[src/rtl/nand_seq_pkg.sv]
package nand_seq_pkg;

  localparam logic [7:0] CMD_PROG_SETUP  = 8'h80;
  localparam logic [7:0] CMD_PROG_GO     = 8'h10;
  localparam logic [7:0] CMD_ERASE_SETUP = 8'h60;
  localparam logic [7:0] CMD_ERASE_GO    = 8'hD0;
  localparam logic [7:0] CMD_STATUS      = 8'h70;

  typedef enum logic [1:0] {
    CYC_CMD  = 2'd0,
    CYC_ADDR = 2'd1,
    CYC_DATA = 2'd2,
    CYC_READ = 2'd3
  } cyc_kind_e;

  typedef struct packed {
    cyc_kind_e  kind;
    logic [7:0] val;
  } cyc_req_t;

endpackage

[src/rtl/nand_rb_sync.sv]
module nand_rb_sync #(
  parameter int STAGES = 2
) (
  input  logic clk,
  input  logic rst,
  input  logic rb_async,
  output logic rb_sync
);

  logic [STAGES-1:0] sh;

  generate
    if (STAGES == 1) begin : g_one
      always_ff @(posedge clk) begin
        if (rst) sh <= 1'b1;
        else     sh <= rb_async;
      end
    end else begin : g_chain
      always_ff @(posedge clk) begin
        if (rst) sh <= '1;
        else     sh <= {sh[STAGES-2:0], rb_async};
      end
    end
  endgenerate

  assign rb_sync = sh[STAGES-1];

endmodule

[src/rtl/nand_busy_watch.sv]
module nand_busy_watch #(
  parameter int BUSY_LIMIT = 1000
) (
  input  logic clk,
  input  logic rst,
  input  logic clear,
  input  logic run,
  output logic expired
);

  localparam int CW = $clog2(BUSY_LIMIT + 1);
  localparam logic [CW-1:0] LAST = CW'(BUSY_LIMIT - 1);

  logic [CW-1:0] cnt;

  always_ff @(posedge clk) begin
    if (rst)        cnt <= '0;
    else if (clear) cnt <= '0;
    else if (run && cnt != LAST) cnt <= cnt + 1'b1;
  end

  assign expired = run && (cnt == LAST);

endmodule

[src/rtl/nand_cycle_engine.sv]
module nand_cycle_engine
  import nand_seq_pkg::*;
#(
  parameter int T_SETUP = 2,
  parameter int T_LOW   = 3,
  parameter int T_HOLD  = 2
) (
  input  logic       clk,
  input  logic       rst,
  input  logic       start,
  input  cyc_req_t   req,
  output logic       fin,
  output logic       we_n,
  output logic       re_n,
  output logic       cle,
  output logic       ale,
  output logic [7:0] io_out,
  output logic       io_oe,
  input  logic [7:0] io_in,
  output logic [7:0] rd_val
);

  localparam int TA   = (T_SETUP > T_LOW) ? T_SETUP : T_LOW;
  localparam int TMAX = (TA > T_HOLD) ? TA : T_HOLD;
  localparam int CW   = $clog2(TMAX + 1);

  typedef enum logic [1:0] {PH_IDLE, PH_SETUP, PH_LOW, PH_HOLD} phase_e;

  phase_e        ph;
  logic [CW-1:0] cnt;
  logic          is_rd;

  always_ff @(posedge clk) begin
    if (rst) begin
      ph     <= PH_IDLE;
      cnt    <= '0;
      is_rd  <= 1'b0;
      fin    <= 1'b0;
      we_n   <= 1'b1;
      re_n   <= 1'b1;
      cle    <= 1'b0;
      ale    <= 1'b0;
      io_out <= '0;
      io_oe  <= 1'b0;
      rd_val <= '0;
    end else begin
      fin <= 1'b0;
      case (ph)
        PH_IDLE: begin
          if (start) begin
            cle    <= (req.kind == CYC_CMD);
            ale    <= (req.kind == CYC_ADDR);
            io_out <= (req.kind == CYC_READ) ? 8'h00 : req.val;
            io_oe  <= (req.kind != CYC_READ);
            is_rd  <= (req.kind == CYC_READ);
            cnt    <= CW'(T_SETUP - 1);
            ph     <= PH_SETUP;
          end
        end
        PH_SETUP: begin
          if (cnt == '0) begin
            if (is_rd) re_n <= 1'b0;
            else       we_n <= 1'b0;
            cnt <= CW'(T_LOW - 1);
            ph  <= PH_LOW;
          end else begin
            cnt <= cnt - 1'b1;
          end
        end
        PH_LOW: begin
          if (cnt == '0) begin
            we_n <= 1'b1;
            re_n <= 1'b1;
            if (is_rd) rd_val <= io_in;
            cnt <= CW'(T_HOLD - 1);
            ph  <= PH_HOLD;
          end else begin
            cnt <= cnt - 1'b1;
          end
        end
        default: begin
          if (cnt == '0) begin
            cle   <= 1'b0;
            ale   <= 1'b0;
            io_oe <= 1'b0;
            fin   <= 1'b1;
            ph    <= PH_IDLE;
          end else begin
            cnt <= cnt - 1'b1;
          end
        end
      endcase
    end
  end

endmodule

[src/rtl/nand_pe_sequencer.sv]
module nand_pe_sequencer
  import nand_seq_pkg::*;
#(
  parameter int         PAGE_BYTES  = 528,
  parameter int         COL_CYCLES  = 1,
  parameter int         ROW_CYCLES  = 2,
  parameter int         T_SETUP     = 2,
  parameter int         T_LOW       = 3,
  parameter int         T_HOLD      = 2,
  parameter int         BUSY_LIMIT  = 2000000,
  parameter int         SYNC_STAGES = 2,
  parameter logic [7:0] FAIL_MASK   = 8'h01
) (
  input  logic                    clk,
  input  logic                    rst,
  input  logic                    req_valid,
  output logic                    req_ready,
  input  logic                    req_erase,
  input  logic [COL_CYCLES*8-1:0] req_col,
  input  logic [ROW_CYCLES*8-1:0] req_row,
  input  logic                    dat_valid,
  output logic                    dat_ready,
  input  logic [7:0]              dat_byte,
  output logic                    nand_ce_n,
  output logic                    nand_cle,
  output logic                    nand_ale,
  output logic                    nand_we_n,
  output logic                    nand_re_n,
  output logic [7:0]              nand_io_out,
  output logic                    nand_io_oe,
  input  logic [7:0]              nand_io_in,
  input  logic                    nand_rb,
  output logic                    done,
  output logic                    fail,
  output logic                    timeout
);

  localparam int ADDR_CYCLES = COL_CYCLES + ROW_CYCLES;
  localparam int AW = $clog2(ADDR_CYCLES + 1);
  localparam int DW = $clog2(PAGE_BYTES + 1);
  localparam logic [AW-1:0] A_LAST     = AW'(ADDR_CYCLES - 1);
  localparam logic [AW-1:0] A_ROW_BASE = AW'(COL_CYCLES);
  localparam logic [DW-1:0] D_LAST     = DW'(PAGE_BYTES - 1);

  typedef enum logic [3:0] {
    S_IDLE, S_OPEN, S_ADDR, S_DATA, S_CONFIRM,
    S_WAIT_LO, S_WAIT_HI, S_STAT_CMD, S_STAT_RD
  } seq_state_e;

  seq_state_e              st;
  logic                    issued;
  logic                    erase_q;
  logic [ADDR_CYCLES*8-1:0] addr_q;
  logic [AW-1:0]           aidx;
  logic [DW-1:0]           dcnt;

  logic       in_bus, issue;
  cyc_req_t   cyc;
  logic       eng_fin;
  logic [7:0] eng_rd;
  logic       rb_s;
  logic       wd_clear, wd_run, wd_expired;

  nand_rb_sync #(.STAGES(SYNC_STAGES)) u_sync (
    .clk(clk), .rst(rst), .rb_async(nand_rb), .rb_sync(rb_s)
  );

  nand_busy_watch #(.BUSY_LIMIT(BUSY_LIMIT)) u_watch (
    .clk(clk), .rst(rst), .clear(wd_clear), .run(wd_run), .expired(wd_expired)
  );

  nand_cycle_engine #(.T_SETUP(T_SETUP), .T_LOW(T_LOW), .T_HOLD(T_HOLD)) u_eng (
    .clk(clk), .rst(rst), .start(issue), .req(cyc), .fin(eng_fin),
    .we_n(nand_we_n), .re_n(nand_re_n), .cle(nand_cle), .ale(nand_ale),
    .io_out(nand_io_out), .io_oe(nand_io_oe), .io_in(nand_io_in), .rd_val(eng_rd)
  );

  always_comb begin
    in_bus = (st == S_OPEN) || (st == S_ADDR) || (st == S_DATA) ||
             (st == S_CONFIRM) || (st == S_STAT_CMD) || (st == S_STAT_RD);
    issue  = in_bus && !issued && ((st != S_DATA) || dat_valid);
    cyc.kind = CYC_CMD;
    cyc.val  = 8'h00;
    case (st)
      S_OPEN:     cyc.val = erase_q ? CMD_ERASE_SETUP : CMD_PROG_SETUP;
      S_ADDR: begin
        cyc.kind = CYC_ADDR;
        cyc.val  = addr_q[aidx*8 +: 8];
      end
      S_DATA: begin
        cyc.kind = CYC_DATA;
        cyc.val  = dat_byte;
      end
      S_CONFIRM:  cyc.val = erase_q ? CMD_ERASE_GO : CMD_PROG_GO;
      S_STAT_CMD: cyc.val = CMD_STATUS;
      S_STAT_RD:  cyc.kind = CYC_READ;
      default:    cyc.val = 8'h00;
    endcase
  end

  assign req_ready = (st == S_IDLE);
  assign dat_ready = (st == S_DATA) && !issued;
  assign wd_run    = (st == S_WAIT_LO) || (st == S_WAIT_HI);
  assign wd_clear  = ((st == S_CONFIRM) && eng_fin) || ((st == S_WAIT_LO) && !rb_s);

  always_ff @(posedge clk) begin
    if (rst) begin
      st        <= S_IDLE;
      issued    <= 1'b0;
      erase_q   <= 1'b0;
      addr_q    <= '0;
      aidx      <= '0;
      dcnt      <= '0;
      nand_ce_n <= 1'b1;
      done      <= 1'b0;
      fail      <= 1'b0;
      timeout   <= 1'b0;
    end else begin
      done <= 1'b0;
      if (issue)        issued <= 1'b1;
      else if (eng_fin) issued <= 1'b0;

      case (st)
        S_IDLE: begin
          if (req_valid) begin
            erase_q   <= req_erase;
            addr_q    <= {req_row, req_col};
            fail      <= 1'b0;
            timeout   <= 1'b0;
            nand_ce_n <= 1'b0;
            st        <= S_OPEN;
          end
        end
        S_OPEN: begin
          if (eng_fin) begin
            aidx <= erase_q ? A_ROW_BASE : '0;
            st   <= S_ADDR;
          end
        end
        S_ADDR: begin
          if (eng_fin) begin
            if (aidx == A_LAST) begin
              dcnt <= '0;
              st   <= erase_q ? S_CONFIRM : S_DATA;
            end else begin
              aidx <= aidx + 1'b1;
            end
          end
        end
        S_DATA: begin
          if (eng_fin) begin
            if (dcnt == D_LAST) st <= S_CONFIRM;
            else                dcnt <= dcnt + 1'b1;
          end
        end
        S_CONFIRM: begin
          if (eng_fin) st <= S_WAIT_LO;
        end
        S_WAIT_LO: begin
          if (!rb_s) begin
            st <= S_WAIT_HI;
          end else if (wd_expired) begin
            timeout   <= 1'b1;
            fail      <= 1'b1;
            done      <= 1'b1;
            nand_ce_n <= 1'b1;
            st        <= S_IDLE;
          end
        end
        S_WAIT_HI: begin
          if (rb_s) begin
            st <= S_STAT_CMD;
          end else if (wd_expired) begin
            timeout   <= 1'b1;
            fail      <= 1'b1;
            done      <= 1'b1;
            nand_ce_n <= 1'b1;
            st        <= S_IDLE;
          end
        end
        S_STAT_CMD: begin
          if (eng_fin) st <= S_STAT_RD;
        end
        S_STAT_RD: begin
          if (eng_fin) begin
            fail      <= |(eng_rd & FAIL_MASK);
            done      <= 1'b1;
            nand_ce_n <= 1'b1;
            st        <= S_IDLE;
          end
        end
        default: st <= S_IDLE;
      endcase
    end
  end

endmodule

[config.mk]
export PLATFORM = sky130hd
export DESIGN_NAME = nand_pe_sequencer
export DESIGN_NICKNAME = d
export VERILOG_FILES = /design/src/rtl/nand_seq_pkg.sv /design/src/rtl/nand_rb_sync.sv /design/src/rtl/nand_busy_watch.sv /design/src/rtl/nand_cycle_engine.sv /design/src/rtl/nand_pe_sequencer.sv
export SDC_FILE = /design/constraint.sdc
export NUM_CORES = 1
export LEC_CHECK = 0
export BUFFER_PORTS_ARGS = -buffer_cell sky130_fd_sc_hd__buf_4
export CORE_MARGIN = 1.5
export CORE_UTILIZATION = 52
export CTS_CLUSTER_DIAMETER = 100
export DETAILED_ROUTE_END_ITERATION = 10
export HOLD_SLACK_MARGIN = 0.12
export PLACE_DENSITY = 0.79
export SYNTH_ARGS = -nofsm -noshare
export SYNTH_HDL_FRONTEND = slang
export SYNTH_HIERARCHICAL = 1
export SYNTH_SLANG_ARGS = --single-unit
[constraint.sdc]
create_clock -name clk -period 2.7 [get_ports clk]
set_input_delay 0.405 -clock clk [delete_from_list [all_inputs] [get_ports clk]]
set_output_delay 0.405 -clock clk [all_outputs]
set_load 0.03 [all_outputs]
; ---- Yosys cells after proc, flatten, opt, wreduce, memory -nomap -nowiden
; Index checks and enable logic that the tools add are counted.
[classes]
addsub = 4
eq_ne = 37
shift = 1
muxes = 75
bitwise = 1
n_reduce_logical = 44
[op_table]
columns = op, n
row1 = 4-bit two-way mux, 12
row2 = 10-bit two-way mux, 4
row3 = 8-bit case mux with 5 select lines, 1
row4 = 4-bit case mux with 9 select lines, 1
row5 = 1-bit two-way mux, 29
row6 = 8-bit two-way mux, 3
row7 = "2-bit by 1-bit inequality test with 1-bit output, second input constant", 12
row8 = 24-bit by 6-bit variable part select with 8-bit output, 1
row9 = "21-bit by 1-bit adder with 21-bit output, second input constant", 1
row10 = "21-bit == test, second input constant", 1
row11 = "21-bit inequality test, second input constant", 1
row12 = 2-bit two-way mux, 10
row13 = 10-bit case mux with 2 select lines, 1
row14 = 4-bit AND reduction, 5
row15 = 2-bit case mux with 3 select lines, 3
row16 = "4-bit by 3-bit == test with 1-bit output, second input constant", 4
row17 = "2-bit inequality test, second input constant", 7
row18 = "10-bit by 1-bit adder with 10-bit output, second input constant", 1
row19 = "10-bit == test, second input constant", 1
row20 = 1-bit case mux with 2 select lines, 5
row21 = 5-bit AND reduction, 2
row22 = 2-bit nonzero test, 5
row23 = 9-bit AND reduction, 1
row24 = "4-bit by 2-bit == test with 1-bit output, second input constant", 2
row25 = 24 further kinds, 49
[word_totals]
register_bits = 89
inputBits = 46
out_inout_bits = 19
wordCells = 185

; ---- Longest topological paths before layout
[depth]
depth_word = 10
ltp_mapped = 14
ltp_nobuf = 11

; ---- Modules after synthesis
; The synthesis kept the hierarchy.
[modules_own_cells]
columns = mod, n_inst, cells_per_inst, area_per_inst_um2
row1 = nand_pe_sequencer, 1, 344, 2571.2
row2 = nand_cycle_engine, 1, 132, 1198.6
row3 = nand_busy_watch, 1, 138, 1118.6
row4 = nand_rb_sync, 1, 4, 52.6

; ---- Worst setup path before layout
; OpenSTA, ideal clock, no wires.
[synth_timing]
path_type = reg-to-reg
start = register st[0]
end = register st[1]
arrival_time_ns = 2.512
required_ns = 2.572
slack_ns = 0.060
stages_incl_launch_ff = 14
path_buffers = 2
cell_sequence = dfxtp_1 -> buf_2 -> nor2b_1 -> o21ai_0 -> inv_1 -> and4_1 -> clkbuf_1 -> nand2_1 -> nor2_1 -> or3b_2 -> a21oi_1 -> nor3_1 -> mux2i_1 -> nor2_1
[synth_via]
elab_chain_cells = 6
elab_cells_between_ends = 25
cone_classes = 17 x eq/ne / 4 x mux / 4 x reduce/logical
[synth_lines]
columns = element, line_no
row1 = from (decl), nand_pe_sequencer.sv:50  ; seq_state_e st;
row2 = from (signal assigned), nand_pe_sequencer.sv:144  ; st <= erase_q ? S_CONFIRM : S_DATA;
row3 = 4-bit by 3-bit == test with 1-bit output, nand_pe_sequencer.sv:103  ; assign wd_run = (st == S_WAIT_LO) || (st == S_WAIT_HI);
row4 = 1-bit logical OR *, nand_pe_sequencer.sv:103
row5 = net wd_run, nand_pe_sequencer.sv:62  ; logic wd_clear, wd_run, wd_expired;
row6 = 1-bit logical AND *, nand_busy_watch.sv:22  ; assign expired = run && (cnt == LAST);
row7 = net wd_expired, nand_pe_sequencer.sv:62
row8 = 4-bit two-way mux *, --
row9 = "4-bit two-way mux, on equally long branches", --
row10 = 4-bit case mux with 9 select lines *, nand_pe_sequencer.sv:123  ; case (st)
; The timed path passes the listed nets; every way through them passes the cells marked *.
; A chain may end at the register's enable or synchronous reset.

; ---- Worst setup path after layout
[layout_timing]
start = register u_watch.cnt[8]
end = register st[1]
[layout_via]
elab_chain_cells = 5
elab_cells_between_ends = 6
cone_classes = 1 x eq/ne / 4 x mux / 1 x reduce/logical
[layout_lines]
columns = element, line_no
row1 = from (decl), nand_busy_watch.sv:14  ; logic [CW-1:0] cnt;
row2 = from (signal assigned), nand_busy_watch.sv:19  ; else if (run && cnt != LAST) cnt <= cnt + 1'b1;
row3 = 21-bit == test *, nand_busy_watch.sv:22
row4 = 1-bit logical AND *, nand_busy_watch.sv:22
row5 = net wd_expired, nand_pe_sequencer.sv:62
row6 = 4-bit two-way mux *, --
row7 = "4-bit two-way mux, on equally long branches", --
row8 = 4-bit case mux with 9 select lines *, --
; Marked as above.

==> out/results.ini <==
[timing]
maxSlewViolCount=0
finClkSkew_ns=0.0112
worst_pin_slew_ns=0.726
finalHoldViolCount=0
fmax_mhz=404
rsz0062_at_grt=no
relSlewSlack_pct=51.1
fin_setup_tns_ns=0
finalSetupViolCount=0
finalCriticalPeriod_ns=2.47
finalCritPeriodShare_pct=91.6

[logic_synthesis]
yosysWarnings=6
syn_area_mm2=0.00470
syn_nets=654
syn_area_per_cell_um2=7.88
synthCells=597

[worst_setup_path]
worstPathArrival_ns=2.72
path_class=reg -> reg
critPathLaunchType=register
critPathRequiredTime_ns=2.94
cp-end-kind=register
path_max_fanout=6

[clock_tree]
clk_pin_slew_ns=0.09
cts_sinks=89
numCtsBuffers=9
cts_root_buffer=clkbuf_8
cts_hold_buf=0
htreeDepth=3
insertion_delay_ns=0.36
cts_setup_buffers=0
cts_resized=0
clock_path_buffers=2
cts_tree=yes

[floorplanning]
chipWidth_um=98.1
fp-row-count=34
dieArea_mm2=0.00963
io_pins=65
core_area_mm2=0.00876
initial_core_util_pct=53.7
die_y_um=98.1

[finish]
area_growth_syn_to_layout_pct=16.2
seqCellArea_mm2=0.00178
final_layout_size_suffix_gt1_share_pct=16.3
layout_commonest_cell=nand2_1
n_antenna_cell=0
multi_input_area_mm2=0.00268
layout.nets=703
fin_util_pct=62.4
layout_common_cells=91 x nand2_1, 89 x dfxtp_1, 76 x buf_4
fillCellCount=779

[route]
wire_per_inst_um=14.6
wl_mm=11.1
vias=4475
drc=0
firstDrtPassIters=5
vias_per_cell=5.90
drt-initial-drc-count=261
ant_nets=0

[power_and_ir_drop]
p_switching_uw=1580
p_int_uw=2670
power_density_mw_per_mm2=777
peakVddDrop_mv=0.469
netSwitchingFraction_pct=37.1
p_leak_uw=0.00214
pwr-share-seq_pct=37.9
pwr-share-comb_pct=37.0
clkPwrFrac_pct=25.1

[job]
cap_viol_max_count=0

[global_routing]
met2_usage_pct=40.2
grt_overflow=0
grt_busiest_layer=met2
met1_usage_pct=30.5
grt_start_max_net_pins=36
grt_pass1_wl_mm=19.2
track_usage_pct=24.1
antenna_found_initial=0
grt_pass1_vias=4247
grt.met3_usage_pct=3.94

[run_status]
status=finished clean

[placement]
place_congestion=0.892
portBuffers=57
dp_hpwl_mm=7.91

[worst_hold_path]
hold_path.class=in -> reg

critical path: stages, from the launching register on:
cell and delay, ns:
dfxtp_1 0.37, nor4b_1 0.34, nand4_1 0.14, or4_1 0.43, nor2_1 0.18, or3b_2 0.47
a21oi_1 0.19, nor3_1 0.07, mux2i_1 0.12, nor2_1 0.05
power groups by stage:
stage | clock (uW) | combinational, uW | sequential, uW
finish | 1070 | 1570 | 1610
global route | 1140 | 1730 | 1640
CTS | 1080 | 1560 | 1610
detailed placement | 0 | 1550 | 1640
global placement | 0 | 1490 | 1630
floorplan | 0 | 1110 | 1670
worst paths after layout:
check	from	end	slack (ns)	cells past startpoint
setup / recovery	u_watch/cnt[8]	st[1]	0.23	9
hold / removal	nand_rb	u_sync/sh[0]	0.22	2
setup reg to reg	u_watch/cnt[8]	st[1]	0.23	9
hold reg to reg	u_sync/sh[0]	u_sync/sh[1]	0.43	1
metal layers:
| metal | vias up | share of wire, % |
|---|---|---|
| met4 | 0 | 2.6 |
| li1 | 2222 | - |
| met3 | 25 | 4.4 |
| met2 | 125 | 48 |
| met1 | 2103 | 45 |
| met5 | - | 0 |
final cells by class:
type	count	area share [%]
clock buffers	11	2.77
inverters	17	1.17
multi-input cells	453	49.0
clock inverters	5	1.58
well taps	108	2.47
flip-flops and latches	89	32.6
repair buffers	76	10.4
flip-flops by register name (all words and copies together) (netlist names), 2 cells and up:
signal	count
addr_q	24
aidx	2
dcnt	10
st	4
u_eng/cnt	2
u_eng/io_out	8
u_eng/ph	2
u_sync/sh	2
u_watch/cnt	21
through the flow:
step                power [uW]  setup slack (ns)  instances  hold WS (ns)  cell area, um2
finish                    4250             0.226        759         0.225            5470
global route              4500            0.0475        759         0.233            5470
CTS                       4250             0.189        759         0.215            5470
detailed placement        3190             0.230        743         0.404            5230
global placement          3120             0.276        743         0.396            5230
floorplan                 2780            0.0601        597         0.383            4700
Power figures use the tool's default switching activity.
